## config.mk

```make
export PLATFORM = sky130hd
export DESIGN_NAME = masked_dr_gate
export DESIGN_NICKNAME = d
export VERILOG_FILES = /design/src/rtl/mdg_pkg.sv /design/src/rtl/mdg_mask_table.sv /design/src/rtl/mdg_stage.sv /design/src/rtl/mdg_op_layer.sv /design/src/rtl/masked_dr_gate.sv
export SDC_FILE = /design/constraint.sdc
export NUM_CORES = 1
export LEC_CHECK = 0
export ABC_AREA = 1
export BUFFER_PORTS_ARGS = -buffer_cell sky130_fd_sc_hd__buf_2
export CORE_MARGIN = 5
export CORE_UTILIZATION = 58
export DETAILED_ROUTE_END_ITERATION = 6
export GPL_ROUTABILITY_DRIVEN = 0
export PLACE_DENSITY = 0.92
export SETUP_SLACK_MARGIN = 0.3
export SYNTH_ARGS = -nofsm -noshare
export SYNTH_HDL_FRONTEND = slang
export SYNTH_HIERARCHICAL = 1
export SYNTH_SLANG_ARGS = --single-unit
export TNS_END_PERCENT = 50
```

## constraint.sdc

```tcl
create_clock -name clk_i -period 1.8 [get_ports clk_i]
set_clock_uncertainty 0.1 [all_clocks]
set_input_delay 0.18 -clock clk_i [delete_from_list [all_inputs] [get_ports clk_i]]
set_output_delay 0.18 -clock clk_i [all_outputs]
set_load 0.02 [all_outputs]
```

## src/rtl/mdg_pkg.sv

```systemverilog
package mdg_pkg;
  typedef enum logic [1:0] {
    FUNC_AND = 2'd0,
    FUNC_OR  = 2'd1,
    FUNC_LUT = 2'd2
  } func_e;

  localparam int unsigned TBL_W = 8;

  // truth table, index {a,b}
  function automatic logic [3:0] tt_of(func_e sel, logic [3:0] custom);
    case (sel)
      FUNC_AND: return 4'b1000;
      FUNC_OR:  return 4'b1110;
      default:  return custom;
    endcase
  endfunction
endpackage

```

## src/rtl/mdg_mask_table.sv

```systemverilog
module mdg_mask_table #(
  parameter logic [3:0] TT = 4'b1000
) (
  input  logic                     a1_i,
  input  logic                     b1_i,
  input  logic                     r_i,
  output logic [mdg_pkg::TBL_W-1:0] t_o
);
  for (genvar gi = 0; gi < 2; gi++) begin : g_i
    for (genvar gj = 0; gj < 2; gj++) begin : g_j
      localparam logic FI = 1'(gi);
      localparam logic FJ = 1'(gj);
      logic hit;
      assign hit = TT[{a1_i ^ FJ, b1_i ^ FI}] ^ r_i;
      assign t_o[4 + 2*gi + gj] = hit;
      assign t_o[2*gi + gj]     = ~hit;
    end
  end
endmodule

```

## src/rtl/mdg_stage.sv

```systemverilog
module mdg_stage (
  input  logic                      clk_i,
  input  logic                      rst_ni,
  input  logic                      pre_i,
  input  logic [mdg_pkg::TBL_W-1:0] t_i,
  input  logic                      r_i,
  input  logic                      a_t_i,
  input  logic                      a_f_i,
  input  logic                      b_t_i,
  input  logic                      b_f_i,
  output logic [mdg_pkg::TBL_W-1:0] t_o,
  output logic                      a_t_o,
  output logic                      a_f_o,
  output logic                      b_t_o,
  output logic                      b_f_o,
  output logic                      x1_o,
  output logic                      eval_o
);
  logic load;
  assign load = !pre_i && !eval_o;

  always_ff @(posedge clk_i or negedge rst_ni) begin
    if (!rst_ni) begin
      eval_o <= 1'b0;
      t_o    <= '0;
      a_t_o  <= 1'b0;
      a_f_o  <= 1'b0;
      b_t_o  <= 1'b0;
      b_f_o  <= 1'b0;
      x1_o   <= 1'b0;
    end else if (load) begin
      eval_o <= 1'b1;
      t_o    <= t_i;
      a_t_o  <= a_t_i;
      a_f_o  <= a_f_i;
      b_t_o  <= b_t_i;
      b_f_o  <= b_f_i;
      x1_o   <= r_i;
    end else begin
      eval_o <= 1'b0;
      t_o    <= '0;
      a_t_o  <= 1'b0;
      a_f_o  <= 1'b0;
      b_t_o  <= 1'b0;
      b_f_o  <= 1'b0;
    end
  end

  // no two evaluations back to back
  a_r6_alternate: assert property (@(posedge clk_i) disable iff (!rst_ni)
    eval_o |=> !eval_o);
  // precharge drives every operation-layer input low
  a_r2_pre_zero: assert property (@(posedge clk_i) disable iff (!rst_ni)
    $past(pre_i) |-> (t_o == '0 && !a_t_o && !a_f_o && !b_t_o && !b_f_o));
  // evaluated table is balanced
  a_r8_table_weight: assert property (@(posedge clk_i) disable iff (!rst_ni)
    eval_o |-> $countones(t_o) == 4);
  // x1 holds across precharge
  a_r3_x1_hold: assert property (@(posedge clk_i) disable iff (!rst_ni)
    pre_i |=> $stable(x1_o));
endmodule

```

## src/rtl/mdg_op_layer.sv

```systemverilog
module mdg_op_layer (
  input  logic [mdg_pkg::TBL_W-1:0] t_i,
  input  logic                      a_t_i,
  input  logic                      a_f_i,
  input  logic                      b_t_i,
  input  logic                      b_f_i,
  output logic                      x2_o,
  output logic                      x2_n_o
);
  logic [mdg_pkg::TBL_W-1:0] s;

  for (genvar k = 0; k < mdg_pkg::TBL_W; k++) begin : g_term
    localparam int unsigned SJ = k % 2;
    localparam int unsigned SI = (k / 2) % 2;
    logic a_sel, b_sel;
    if (SJ == 1) begin : g_at
      assign a_sel = a_t_i;
    end else begin : g_af
      assign a_sel = a_f_i;
    end
    if (SI == 1) begin : g_bt
      assign b_sel = b_t_i;
    end else begin : g_bf
      assign b_sel = b_f_i;
    end
    assign s[k] = t_i[k] & a_sel & b_sel;
  end

  assign x2_o   = |s[7:4];
  assign x2_n_o = |s[3:0];
endmodule

```

## src/rtl/masked_dr_gate.sv

```systemverilog
module masked_dr_gate #(
  parameter mdg_pkg::func_e FUNC_SEL  = mdg_pkg::FUNC_AND,
  parameter logic [3:0]     TRUTH_TBL = 4'b1000
) (
  input  logic clk_i,
  input  logic rst_ni,
  input  logic pre_i,
  input  logic a1_i,
  input  logic b1_i,
  input  logic r_i,
  input  logic a2_i,
  input  logic a2_n_i,
  input  logic b2_i,
  input  logic b2_n_i,
  output logic x1_o,
  output logic x2_o,
  output logic x2_n_o
);
  localparam logic [3:0] TT = mdg_pkg::tt_of(FUNC_SEL, TRUTH_TBL);

  logic [mdg_pkg::TBL_W-1:0] t_d, t_q;
  logic a_t_q, a_f_q, b_t_q, b_f_q, stage_eval;

  mdg_mask_table #(.TT(TT)) u_table (
    .a1_i (a1_i),
    .b1_i (b1_i),
    .r_i  (r_i),
    .t_o  (t_d)
  );

  mdg_stage u_stage (
    .clk_i  (clk_i),
    .rst_ni (rst_ni),
    .pre_i  (pre_i),
    .t_i    (t_d),
    .r_i    (r_i),
    .a_t_i  (a2_i),
    .a_f_i  (a2_n_i),
    .b_t_i  (b2_i),
    .b_f_i  (b2_n_i),
    .t_o    (t_q),
    .a_t_o  (a_t_q),
    .a_f_o  (a_f_q),
    .b_t_o  (b_t_q),
    .b_f_o  (b_f_q),
    .x1_o   (x1_o),
    .eval_o (stage_eval)
  );

  mdg_op_layer u_op (
    .t_i    (t_q),
    .a_t_i  (a_t_q),
    .a_f_i  (a_f_q),
    .b_t_i  (b_t_q),
    .b_f_i  (b_f_q),
    .x2_o   (x2_o),
    .x2_n_o (x2_n_o)
  );

  // rails stay low outside evaluation
  a_r2_rails_low: assert property (@(posedge clk_i) disable iff (!rst_ni)
    !stage_eval |-> (!x2_o && !x2_n_o));
  // complementary rails in, one-hot rails out
  a_r5_one_hot: assert property (@(posedge clk_i) disable iff (!rst_ni)
    (stage_eval && (a_t_q ^ a_f_q) && (b_t_q ^ b_f_q)) |-> (x2_o ^ x2_n_o));
  // never both rails high
  a_r5_never_both: assert property (@(posedge clk_i) disable iff (!rst_ni)
    $onehot0({x2_o, x2_n_o}));
endmodule

```

# Word level (Yosys, flattened, before mapping)
# Index checks and enable logic that the tools add are counted.
# word_totals
reg_bits	14
output_inout_bits	3
# classes
muxes	14
bitwise_logic	26
reduce_logical	5
magnitude_cmp	4
# op_table
operator	count
$and 1x1->1	16
$lt 2x3->1 const B	4
$mux 1	9
$bmux 1 s2	4
$mux 8	1
$reduce_or 4->1	2
$not 1->1	6
$xor 1x1->1	4
$logic_not 1->1	2
$logic_and 1x1->1	1

# Longest topological paths before layout
# Gate-level depths: netlist of run 1.
# depth
ltp_word	6
mapped_depth	8
depth_no_buf	6

# Modules after synthesis
# The synthesis of run 1 kept the hierarchy.
# by_module_without_submodules
module	seq_area_each_um2	instances	cells_each	area_each_um2
mdg_stage	350.3	1	44	563.0
mdg_mask_table	0.0	1	38	210.2
mdg_op_layer	0.0	1	18	67.6

# Worst setup path after synthesis of run 1
# Ideal clock, no wire load.
# synth_path
path_kind	flip-flop to output port
from	register u_stage.a_f_o
to	output x2_o
n_path_buf	0
arrival_time_ps	663
setup_slack_ps	857
stages_incl_launch_ff	5
required_time_ps	1520
path_cell_list	dfrtp_1 -> nand2_1 -> nand2_1 -> nand2_1 -> nand2_1
# synth_via
elab_chain_len	3
# synth_lines
element	line	rtl
start: declaration	mdg_stage.sv:13	output logic a_f_o,
start signal: assignment	mdg_stage.sv:35	a_f_o <= a_f_i;
$and 1x1->1 (2 in a row)	mdg_op_layer.sv:26	assign s[k] = t_i[k] & a_sel & b_sel;
$reduce_or 4->1 (*)	mdg_op_layer.sv:29	assign x2_o = |s[7:4];
end: declaration	masked_dr_gate.sv:16	output logic x2_o,
# Mark *: on every way between the ends. The rest lies on a longest branch, timed or not.

# Final worst setup path of run 1
# Same ends and word-level chain as after synthesis.

==> flow_metrics.env, run 1 <==
export IMPL_setup_slack_ns=0.455
export IMPL_htree_levels=1
export IMPL_synth_top_family_by_area="simple AND/OR/NAND/NOR gates"
export IMPL_seq_area_frac_synth_pct=41.7
export IMPL_post_cts_resized=0
export IMPL_worst_pin_slew_ns=0.481
export IMPL_crit_arrival_ns=1.06
export IMPL_antenna_found_initial=0
export IMPL_grt_pass1_vias=551
export IMPL_ios=13
export IMPL_critical_path_class="reg2out"
export IMPL_crit_fanout=4
export IMPL_max_clock_path_buffers=2
export IMPL_clock_latency_ns=0.27
export IMPL_nets=121
export IMPL_synth_simple_gate_area_share_pct=38.5
export IMPL_dpl_cell_area_um2=836
export IMPL_synth_xor_area_share_pct=0
export IMPL_fp_dieH_um=48.1
export IMPL_rrSetupSlack_ns=0.66
export IMPL_avgSynthCellArea_um2=8.41
export IMPL_grt_first_pass_wirelength_um=2170
export IMPL_ys_top_cells_by_area="dfrtp_1 42%, nand2_1 17%, nor2_4 16%, inv_1 5.4%, buf_6 4.0%"
export IMPL_routed_via_density=4.46
export IMPL_critPathMaxStageDelay_ns=0.41
export IMPL_yosys_area_top_type="dfrtp_1"
export IMPL_grt_max_degree=15
export IMPL_setup_violations=0
export IMPL_crit_slowest_cell="dfrtp_1"
export IMPL_fin_setup_tns_ns=0
export IMPL_peakVddDrop_mv=0.344
export IMPL_relSlewSlack_pct=67.9
export IMPL_postRouteAntennaNets=0
export IMPL_syn_area_um2=841
export IMPL_power_leakage_uw=0.000503
export IMPL_dp_final_hpwl_um=1040
export IMPL_antennaDiodeCount=0
export IMPL_core_area_um2=1330
export IMPL_synth_warnings=6
export IMPL_hold_viol=0
export IMPL_pre_cts_ws_ns=0.677
export IMPL_drive_above_1_share_pct=30.9
export IMPL_overflow=0
export IMPL_dieWidth_um=48.1
export IMPL_max_clock_freq_mhz=744
export IMPL_period_minus_slack_ns=1.34
export IMPL_syn_inst=100
export IMPL_drc=0
export IMPL_cp_top_family="flip-flops"
export IMPL_synth_fa_ha_area_share_pct=0
export IMPL_dr_pass1_iters=2
export IMPL_vias=557
export IMPL_grt_usage_pct=14.2
export IMPL_utilization_pct=66.9
export IMPL_synthMuxAreaShare_pct=0
export IMPL_final_cell_area_um2=892
export IMPL_cts_buffers=3
export IMPL_rows=13
export IMPL_root_buffer="clkbuf_4"
export IMPL_portBuffers=12
export IMPL_clk_pin_slew_ns=0.08
export IMPL_ys_ff_latch=14
export IMPL_critPathLaunchType="flip-flop"
export IMPL_min_period_over_period_pct=74.7
export IMPL_synth_top_area_share_pct=41.7
export IMPL_synth_compound_area_share_pct=1.79
export IMPL_cts_tree="done"
export IMPL_rsz0062_at_grt="false"
export IMPL_dieArea_um2=2310
export IMPL_cts_num_sinks=14
export IMPL_power_density_nw_per_um2=764
export IMPL_cp_cell_sequence="nand2_1, nand2_1, nand2_1, nand2_1, buf_2"
export IMPL_drtIter0Drc=3
export IMPL_start_util_pct=63.0
export IMPL_maxCapViolations=0
export IMPL_syn_nets=110
export IMPL_stdcell_count=125
export IMPL_cp_end_kind="output port"
export IMPL_dp_cells=119
export IMPL_outcome="completed"
export IMPL_synth_distinct_cells=14
export IMPL_required_ns=1.52
export IMPL_critPathBufInv=1
export IMPL_min_path_type="in2reg"
export IMPL_drt_wl_total_um=1290
export IMPL_drv_slew=0
export IMPL_area_growth_pct=6.10
export IMPL_detail_route_wl_per_cell_um=10.4
export IMPL_path_common_cell="nand2_1"
-- metal layers --
metal | global-route usage (%) | up-vias | share of wire (%) | wire (µm)
li1 | - | 308 | - | -
met1 | 14.7 | 242 | 43 | 555
met2 | 24.8 | 7 | 55 | 712
met3 | 2.26 | 0 | 2.1 | 27
met4 | 11.3 | 0 | 0 | 0
met5 | 0 | - | 0 | 0
-- metrics by stage --
step | power, µW | hold WS (ns)
after floorplan | 454 | -0.216
after global placement | 457 | -0.0251
after detailed placement | 464 | -0.0136
after CTS | 687 | 0.00268
after global routing | 714 | 0.00562
final | 682 | 0.00919
-- layout make-up --
type                       count  area, µm²
clock buffer                   4       36.3
timing repair buffer          14       80.1
fill                         116        442
inverter                      16       67.6
sequential                    14        350
multi-input combinational     62        339
tap                           15       18.8
-- sequential cells by signal, indices dropped and copies added, names as in the netlist --
signal and flops:
u_stage/t_o 8, u_stage/a_f_o 1, u_stage/a_t_o 1, u_stage/b_f_o 1, u_stage/b_t_o 1, u_stage/eval_o 1, u_stage/x1_o 1
-- worst reg2reg max path, delay by kind of cell (launching register included) --
kind          cells  cell delay (ns)
buf+inv           1             0.36
simple gates      2             0.15
flops             1             0.41
-- cells in the final DEF, fill, tap and decap left out --
cell type	n
buf_2	12
nand2_2	2
nand3_1	6
inv_2	1
dfrtp_1	14
dlygate4sd3_1	2
nand2_1	37
nor2_1	2
o21ai_0	1
inv_1	12
nor2_4	12
inv_4	3
clkbuf_8	1
o21ai_1	2
clkbuf_4	3
-- worst paths after layout --
kind                                        to           start  cells after the start
worst max-delay path                      x2_o   u_stage/a_f_o                      5
worst min-delay path             u_stage/a_t_o            a2_i                      3
worst max register to register  u_stage/t_o[7]  u_stage/eval_o                      3
worst min register to register  u_stage/eval_o  u_stage/eval_o                      1
max in group asynchronous       u_stage/t_o[7]          rst_ni                      2
min in group asynchronous       u_stage/t_o[1]          rst_ni                      2
-- cell usage after synthesis, drive strengths merged --
library cell and count:
buf 8, dfrtp 14, inv 16, nand2 39
nand3 6, nor2 14, o21ai 3
-- logic make-up after synthesis --
family / Yosys count
AO/OA/AOI/OAI: 3
buffers and inverters: 24
AND/OR/NAND/NOR: 59
flip-flops: 14
-- repair_timing --
action                                  CTS  global route
endpoints found under the setup margin    0             0
hold buffers                              1             1
setup buffers                             0             0
hold endpoints to repair                 14             1
-- report_power, final --
group / internal, µW / switching [µW] / total, µW / leakage [µW]
Combinational: 40.2 / 76.2 / 116 / 0.000298
Clock: 123 / 99.8 / 223 / 0.0000210
Sequential: 333 / 9.36 / 343 / 0.000184
Total: 497 / 185 / 682 / 0.000503
Power figures use the tool's default switching activity.
==> run 2, diff against run 1 <==
--- a/config.mk
+++ b/config.mk
@@ -8,10 +8,10 @@
 export ABC_AREA = 1
 export BUFFER_PORTS_ARGS = -buffer_cell sky130_fd_sc_hd__buf_2
 export CORE_MARGIN = 5
-export CORE_UTILIZATION = 58
+export CORE_UTILIZATION = 48
 export DETAILED_ROUTE_END_ITERATION = 6
 export GPL_ROUTABILITY_DRIVEN = 0
-export PLACE_DENSITY = 0.92
+export PLACE_DENSITY = 0.83
 export SETUP_SLACK_MARGIN = 0.3
 export SYNTH_ARGS = -nofsm -noshare
 export SYNTH_HDL_FRONTEND = slang
==> constraint.sdc (replaced) <==
create_clock -name clk_i -period 1.2 [get_ports clk_i]
set_clock_uncertainty 0.1 [all_clocks]
set_input_delay 0.12 -clock clk_i [delete_from_list [all_inputs] [get_ports clk_i]]
set_output_delay 0.12 -clock clk_i [all_outputs]
set_load 0.02 [all_outputs]
==> run 2 against run 1 <==
Count of clock-buffer cells in the layout decreased by 1. Critical path type unchanged. Sequential share of layout area fell by 4.5 points. Sequential power grew 50%. Largest cell class is now multi-input combinational cells. First-iteration DRC count is 33% lower. Combinational power up 100%. Global-route usage is 1.8 points lower. Routed wire length grew 11%. The flow now finishes with violations (negative hold slack, negative setup slack).
==> flow_metrics.env, run 2 (synthesis results as in run 1) <==
export IMPL_drtIter0Drc=2
export IMPL_rrSetupSlack_ns=0.13
export IMPL_r2r_cells=5
export IMPL_outcome="finished, violations left"
export IMPL_fp_dieH_um=51.9
export IMPL_dp_final_hpwl_um=916
export IMPL_crit_path_start="u_stage/a_f_o"
export IMPL_max_clock_path_buffers=2
export IMPL_drc=0
export IMPL_vias=622
export IMPL_grt_first_pass_wirelength_um=2430
export IMPL_cts_num_sinks=14
export IMPL_cellInternalPower_uw=712
export IMPL_power_leakage_uw=0.000540
export IMPL_crit_arrival_ns=1.05
export IMPL_setup_slack_ns=-0.0655
export IMPL_drt_wl_total_um=1440
export IMPL_cts_buffers=3
export IMPL_rows=15
export IMPL_setup_violations=2
export IMPL_power_frac_clock_pct=24.7
export IMPL_power_uw=993
export IMPL_power_density_nw_per_um2=985
export IMPL_grt_max_degree=15
export IMPL_peakVddDrop_mv=0.470
export IMPL_antenna_found_initial=0
export IMPL_antennaDiodeCount=0
export IMPL_hold_viol=1
export IMPL_drive_above_1_share_pct=34.8
export IMPL_cp_end_kind="output port"
export IMPL_r2r_end="u_stage/x1_o"
export IMPL_nFillCells=144
export IMPL_required_ns=0.98
export IMPL_dieArea_um2=2690
export IMPL_min_path_type="in2reg"
export IMPL_switchingPower_uw=281
export IMPL_postRouteAntennaNets=0
export IMPL_area_growth_pct=19.9
export IMPL_final_common_cell="nand2_1"
export IMPL_portBuffers=12
export IMPL_drv_slew=0
export IMPL_grt_pass1_vias=582
export IMPL_start_util_pct=49.8
export IMPL_r2r_start="u_stage/eval_o"
export IMPL_dieWidth_um=51.9
export IMPL_seqPwrFrac_pct=51.8
export IMPL_comb_power_share_pct=23.5
export IMPL_htree_levels=1
export IMPL_min_period_over_period_pct=105
export IMPL_root_buffer="clkbuf_4"
export IMPL_crit_end="x2_n_o"
export IMPL_period_minus_slack_ns=1.27
export IMPL_core_area_um2=1690
export IMPL_nets=127
export IMPL_dr_pass1_iters=4
export IMPL_grt_usage_pct=12.4
export IMPL_clk_pin_slew_ns=0.07
export IMPL_maxCapViolations=0
export IMPL_routed_via_density=4.71
export IMPL_max_clock_freq_mhz=790
export IMPL_critPathLaunchType="flip-flop"
export IMPL_violations="negative hold slack, negative setup slack"
export IMPL_critical_path_class="reg2out"
export IMPL_cts_tree="done"
export IMPL_largest_register="u_stage/t_o"
export IMPL_relSlewSlack_pct=79.9
export IMPL_crit_fanout=4
export IMPL_overflow=0
export IMPL_netSwitchingFraction_pct=28.3
export IMPL_detail_route_wl_per_cell_um=10.9
export IMPL_layout_common_cells="36 x nand2_1, 14 x nor2_4, 14 x dfrtp_1, 12 x inv_1, 9 x buf_2"
export IMPL_clock_latency_ns=0.27
export IMPL_holdWs_ns=-0.0190
export IMPL_rsz0062_at_grt="true"
export IMPL_ios=13
export IMPL_largest_reg_flops=8
export IMPL_worst_pin_slew_ns=0.302
-- run 2: layout make-up --
type	count	area [µm²]	share of cell area, %
clock buffer	3	22.5	2.23
inverter	16	80.1	7.94
multi-input combinational	62	357	35.4
sequential	14	350	34.7
tap	17	21.3	2.11
timing repair buffer	19	161	16.0
timing repair inverter	1	16.3	1.61
-- run 2: worst min-delay path by stage --
stage	from	end	slack, ns	depth (start not counted)
5_1_grt	b2_i	u_stage/b_t_o	-0.00005	3
6_report	b2_i	u_stage/b_t_o	-0.02	3
3_5_place_dp	rst_ni	u_stage/x1_o	-0.08	1
4_1_cts	b2_i	u_stage/b_t_o	0.004	3
2_1_floorplan	rst_ni	u_stage/a_f_o	-0.28	0
3_3_place_gp	rst_ni	u_stage/x1_o	-0.09	1
-- run 2: per-layer routing --
metal  wire [µm]  track usage, %  part of all wire [%]  up-vias
li1            -               -                     -      322
met1         559            14.1                    39      286
met2         833            21.5                    58       12
met3          25            1.72                   1.7        2
met4          20            7.86                   1.4        0
met5           0               0                     0        -
-- run 2: critical path, stage by stage (launching register included) --
cell     delay [ns]
dfrtp_1        0.41
nand2_1        0.08
nand2_1        0.05
nand2_1        0.05
nand2_1        0.06
buf_6          0.13
-- run 2: power groups by stage --
stage | clock network, µW | registers (µW) | logic, µW
6_report | 245 | 515 | 233
5_1_grt | 267 | 518 | 256
4_1_cts | 249 | 515 | 205
3_5_place_dp | 0 | 523 | 170
3_3_place_gp | 0 | 522 | 163
2_1_floorplan | 0 | 526 | 155
-- run 2: metrics by stage --
| stage | std cells | setup slack, ns | TNS [ns] | instance area [µm²] | utilization [%] |
|---|---|---|---|---|---|
| after CTS | 130 | -0.0753 | -0.133 | 956 | 56.6 |
| after detailed placement | 121 | 0.0914 | 0 | 838 | 49.6 |
| after global routing | 132 | -0.146 | -0.289 | 1010 | 59.7 |
| after global placement | 121 | 0.134 | 0 | 838 | 49.6 |
| after floorplan | 100 | 0.280 | 0 | 841 | - |
| final | 132 | -0.0655 | -0.121 | 1010 | 59.7 |
-- run 2: repair_timing --
item / in CTS / in global routing
pin swaps: 12 / 12
gates resized for setup: 13 / 8
endpoints found under the setup margin: 15 / 17
endpoints found under the hold margin: 17 / 0
setup buffers: 2 / 1
hold buffers: 4 / 0
cloned: 0 / 1
==> run 3, diff against run 2 <==
==> constraint.sdc (replaced) <==
create_clock -name clk_i -period 1.1 [get_ports clk_i]
set_clock_uncertainty 0.1 [all_clocks]
set_input_delay 0.11 -clock clk_i [delete_from_list [all_inputs] [get_ports clk_i]]
set_output_delay 0.11 -clock clk_i [all_outputs]
set_load 0.02 [all_outputs]
==> run 3 against run 2 <==
Count of clock-buffer cells in the layout is the same. Highest routed layer unchanged. Power grew 4.1%. Global-route usage shrank 1.4 points. Sequential share of layout area grew 4.0 points. Critical path depth is the same. Register-to-register slack is essentially flat. The run still ends with negative hold slack, negative setup slack left. Setup slack lost 0.11 ns. First-iteration DRC count grew to 4.5 times the previous value. Largest cell class is now flip-flops and latches. Design area shrank 10%. Routed wire length shrank 16%. Sequential power grew 8.9%.
==> flow_metrics.env, run 3 (synthesis results as in run 1) <==
export IMPL_peakVddDrop_mv=0.551
export IMPL_rows=15
export IMPL_largest_reg_flops=8
export IMPL_outcome="finished, violations left"
export IMPL_cts_buffers=3
export IMPL_setup_slack_ns=-0.172
export IMPL_final_common_cell="nand2_1"
export IMPL_root_buffer="clkbuf_4"
export IMPL_drtIter0Drc=9
export IMPL_rrSetupSlack_ns=0.14
export IMPL_cp_end_kind="output port"
export IMPL_drive_above_1_share_pct=31.5
export IMPL_stdcell_count=125
export IMPL_fp_dieH_um=51.9
export IMPL_antennaDiodeCount=0
export IMPL_rsz0062_at_grt="true"
export IMPL_vias=576
export IMPL_drc=0
export IMPL_hold_viol=5
export IMPL_holdWs_ns=-0.0467
export IMPL_grt_first_pass_wirelength_um=2130
export IMPL_setup_violations=2
export IMPL_crit_arrival_ns=1.06
export IMPL_worst_pin_slew_ns=0.295
export IMPL_nets=120
export IMPL_grt_pass1_vias=523
export IMPL_power_leakage_uw=0.000496
export IMPL_r2r_start="u_stage/eval_o"
export IMPL_clock_latency_ns=0.27
export IMPL_relSlewSlack_pct=80.3
export IMPL_dp_cells=121
export IMPL_postRouteAntennaNets=0
export IMPL_core_area_um2=1690
export IMPL_htree_levels=1
export IMPL_grt_usage_pct=11.0
export IMPL_layout_common_cells="37 x nand2_1, 14 x dfrtp_1, 13 x nor2_4, 12 x inv_1, 9 x buf_2"
export IMPL_dr_pass1_iters=4
export IMPL_critical_path_class="reg2out"
export IMPL_antenna_found_initial=0
export IMPL_max_clock_freq_mhz=786
export IMPL_cts_tree="done"
export IMPL_nFillCells=154
export IMPL_overflow=0
export IMPL_cts_setup_buffers=0
export IMPL_holdBufCountCts=1
export IMPL_start_util_pct=49.8
export IMPL_grt_max_degree=15
export IMPL_violations="negative hold slack, negative setup slack"
export IMPL_min_path_cells=2
export IMPL_period_minus_slack_ns=1.27
export IMPL_area_growth_pct=7.59
export IMPL_r2r_cells=3
export IMPL_min_path_type="in2reg"
export IMPL_largest_register="u_stage/t_o"
export IMPL_required_ns=0.89
export IMPL_pre_cts_ws_ns=-0.0119
export IMPL_max_clock_path_buffers=2
export IMPL_drv_slew=0
export IMPL_portBuffers=12
export IMPL_crit_fanout=4
export IMPL_dieWidth_um=51.9
export IMPL_ios=13
export IMPL_routed_via_density=4.61
export IMPL_detail_route_wl_per_cell_um=9.66
export IMPL_min_period_over_period_pct=116
export IMPL_dp_final_hpwl_um=936
export IMPL_critPathLaunchType="flip-flop"
export IMPL_dieArea_um2=2690
export IMPL_drt_wl_total_um=1210
export IMPL_clk_pin_slew_ns=0.07
export IMPL_fin_setup_tns_ns=-0.327
export IMPL_power_density_nw_per_um2=1140
export IMPL_hp_start="pre_i"
export IMPL_cts_num_sinks=14
export IMPL_r2r_end="u_stage/t_o[3]"
export IMPL_hold_end="u_stage/eval_o"
export IMPL_maxCapViolations=0
[run 3: worst max-delay path, cell delays in order (launching register included)]
cell     delay, ns
dfrtp_1       0.40
nand2_1       0.08
nand2_1       0.06
nand2_1       0.06
nand2_1       0.06
buf_6         0.13
[run 3: layer usage]
metal	part of all wire [%]	wire length (µm)	track usage [%]
met5	0	0	0
met4	3.2	39	9.17
met3	2.2	26	0.860
met1	41	497	13.9
met2	53	643	16.7
[run 3: stage by stage]
stage	area (µm²)	power, µW	hold WS [ns]	util, %
after global routing	905	1090	-0.0564	53.6
after floorplan	841	743	-0.286	-
final	905	1030	-0.0467	53.6
after global placement	838	748	-0.0975	49.6
after CTS	892	1040	-0.0623	52.8
after detailed placement	838	756	-0.0915	49.6
[run 3: timing repair]
item                                   4_1_cts  5_1_grt
gates resized for setup                      7        4
setup endpoints to repair                   16       16
endpoints found under the hold margin       19        4
pin swaps                                    6        4
[run 3: area by class of cell]
cell class | count | area (µm²) | share of cell area (%)
clock buffers | 3 | 22.5 | 2.49
inverters | 16 | 75.1 | 8.30
multi-input cells | 62 | 347 | 38.3
flip-flops and latches | 14 | 350 | 38.7
well taps | 17 | 21.3 | 2.35
repair buffers | 13 | 88.8 | 9.82
[run 3: power by group]
group / internal [µW] / leakage, µW / switching [µW] / total (µW)
logic: 73.5 / 0.000298 / 129 / 203
registers: 546 / 0.000184 / 15.2 / 561
clock network: 127 / 0.0000138 / 143 / 270
total: 746 / 0.000496 / 288 / 1030
[run 3: worst max path at each step]
stage | slack [ns] | from | to | cells after the start
6_report | -0.17 | u_stage/a_f_o | x2_o | 5
5_1_grt | -0.28 | u_stage/a_t_o | x2_o | 5
4_1_cts | -0.19 | u_stage/a_t_o | x2_o | 5
3_5_place_dp | -0.01 | u_stage/eval_o | u_stage/a_t_o | 3
3_3_place_gp | 0.03 | u_stage/eval_o | u_stage/a_t_o | 3
2_1_floorplan | 0.18 | u_stage/eval_o | u_stage/t_o[0] | 4
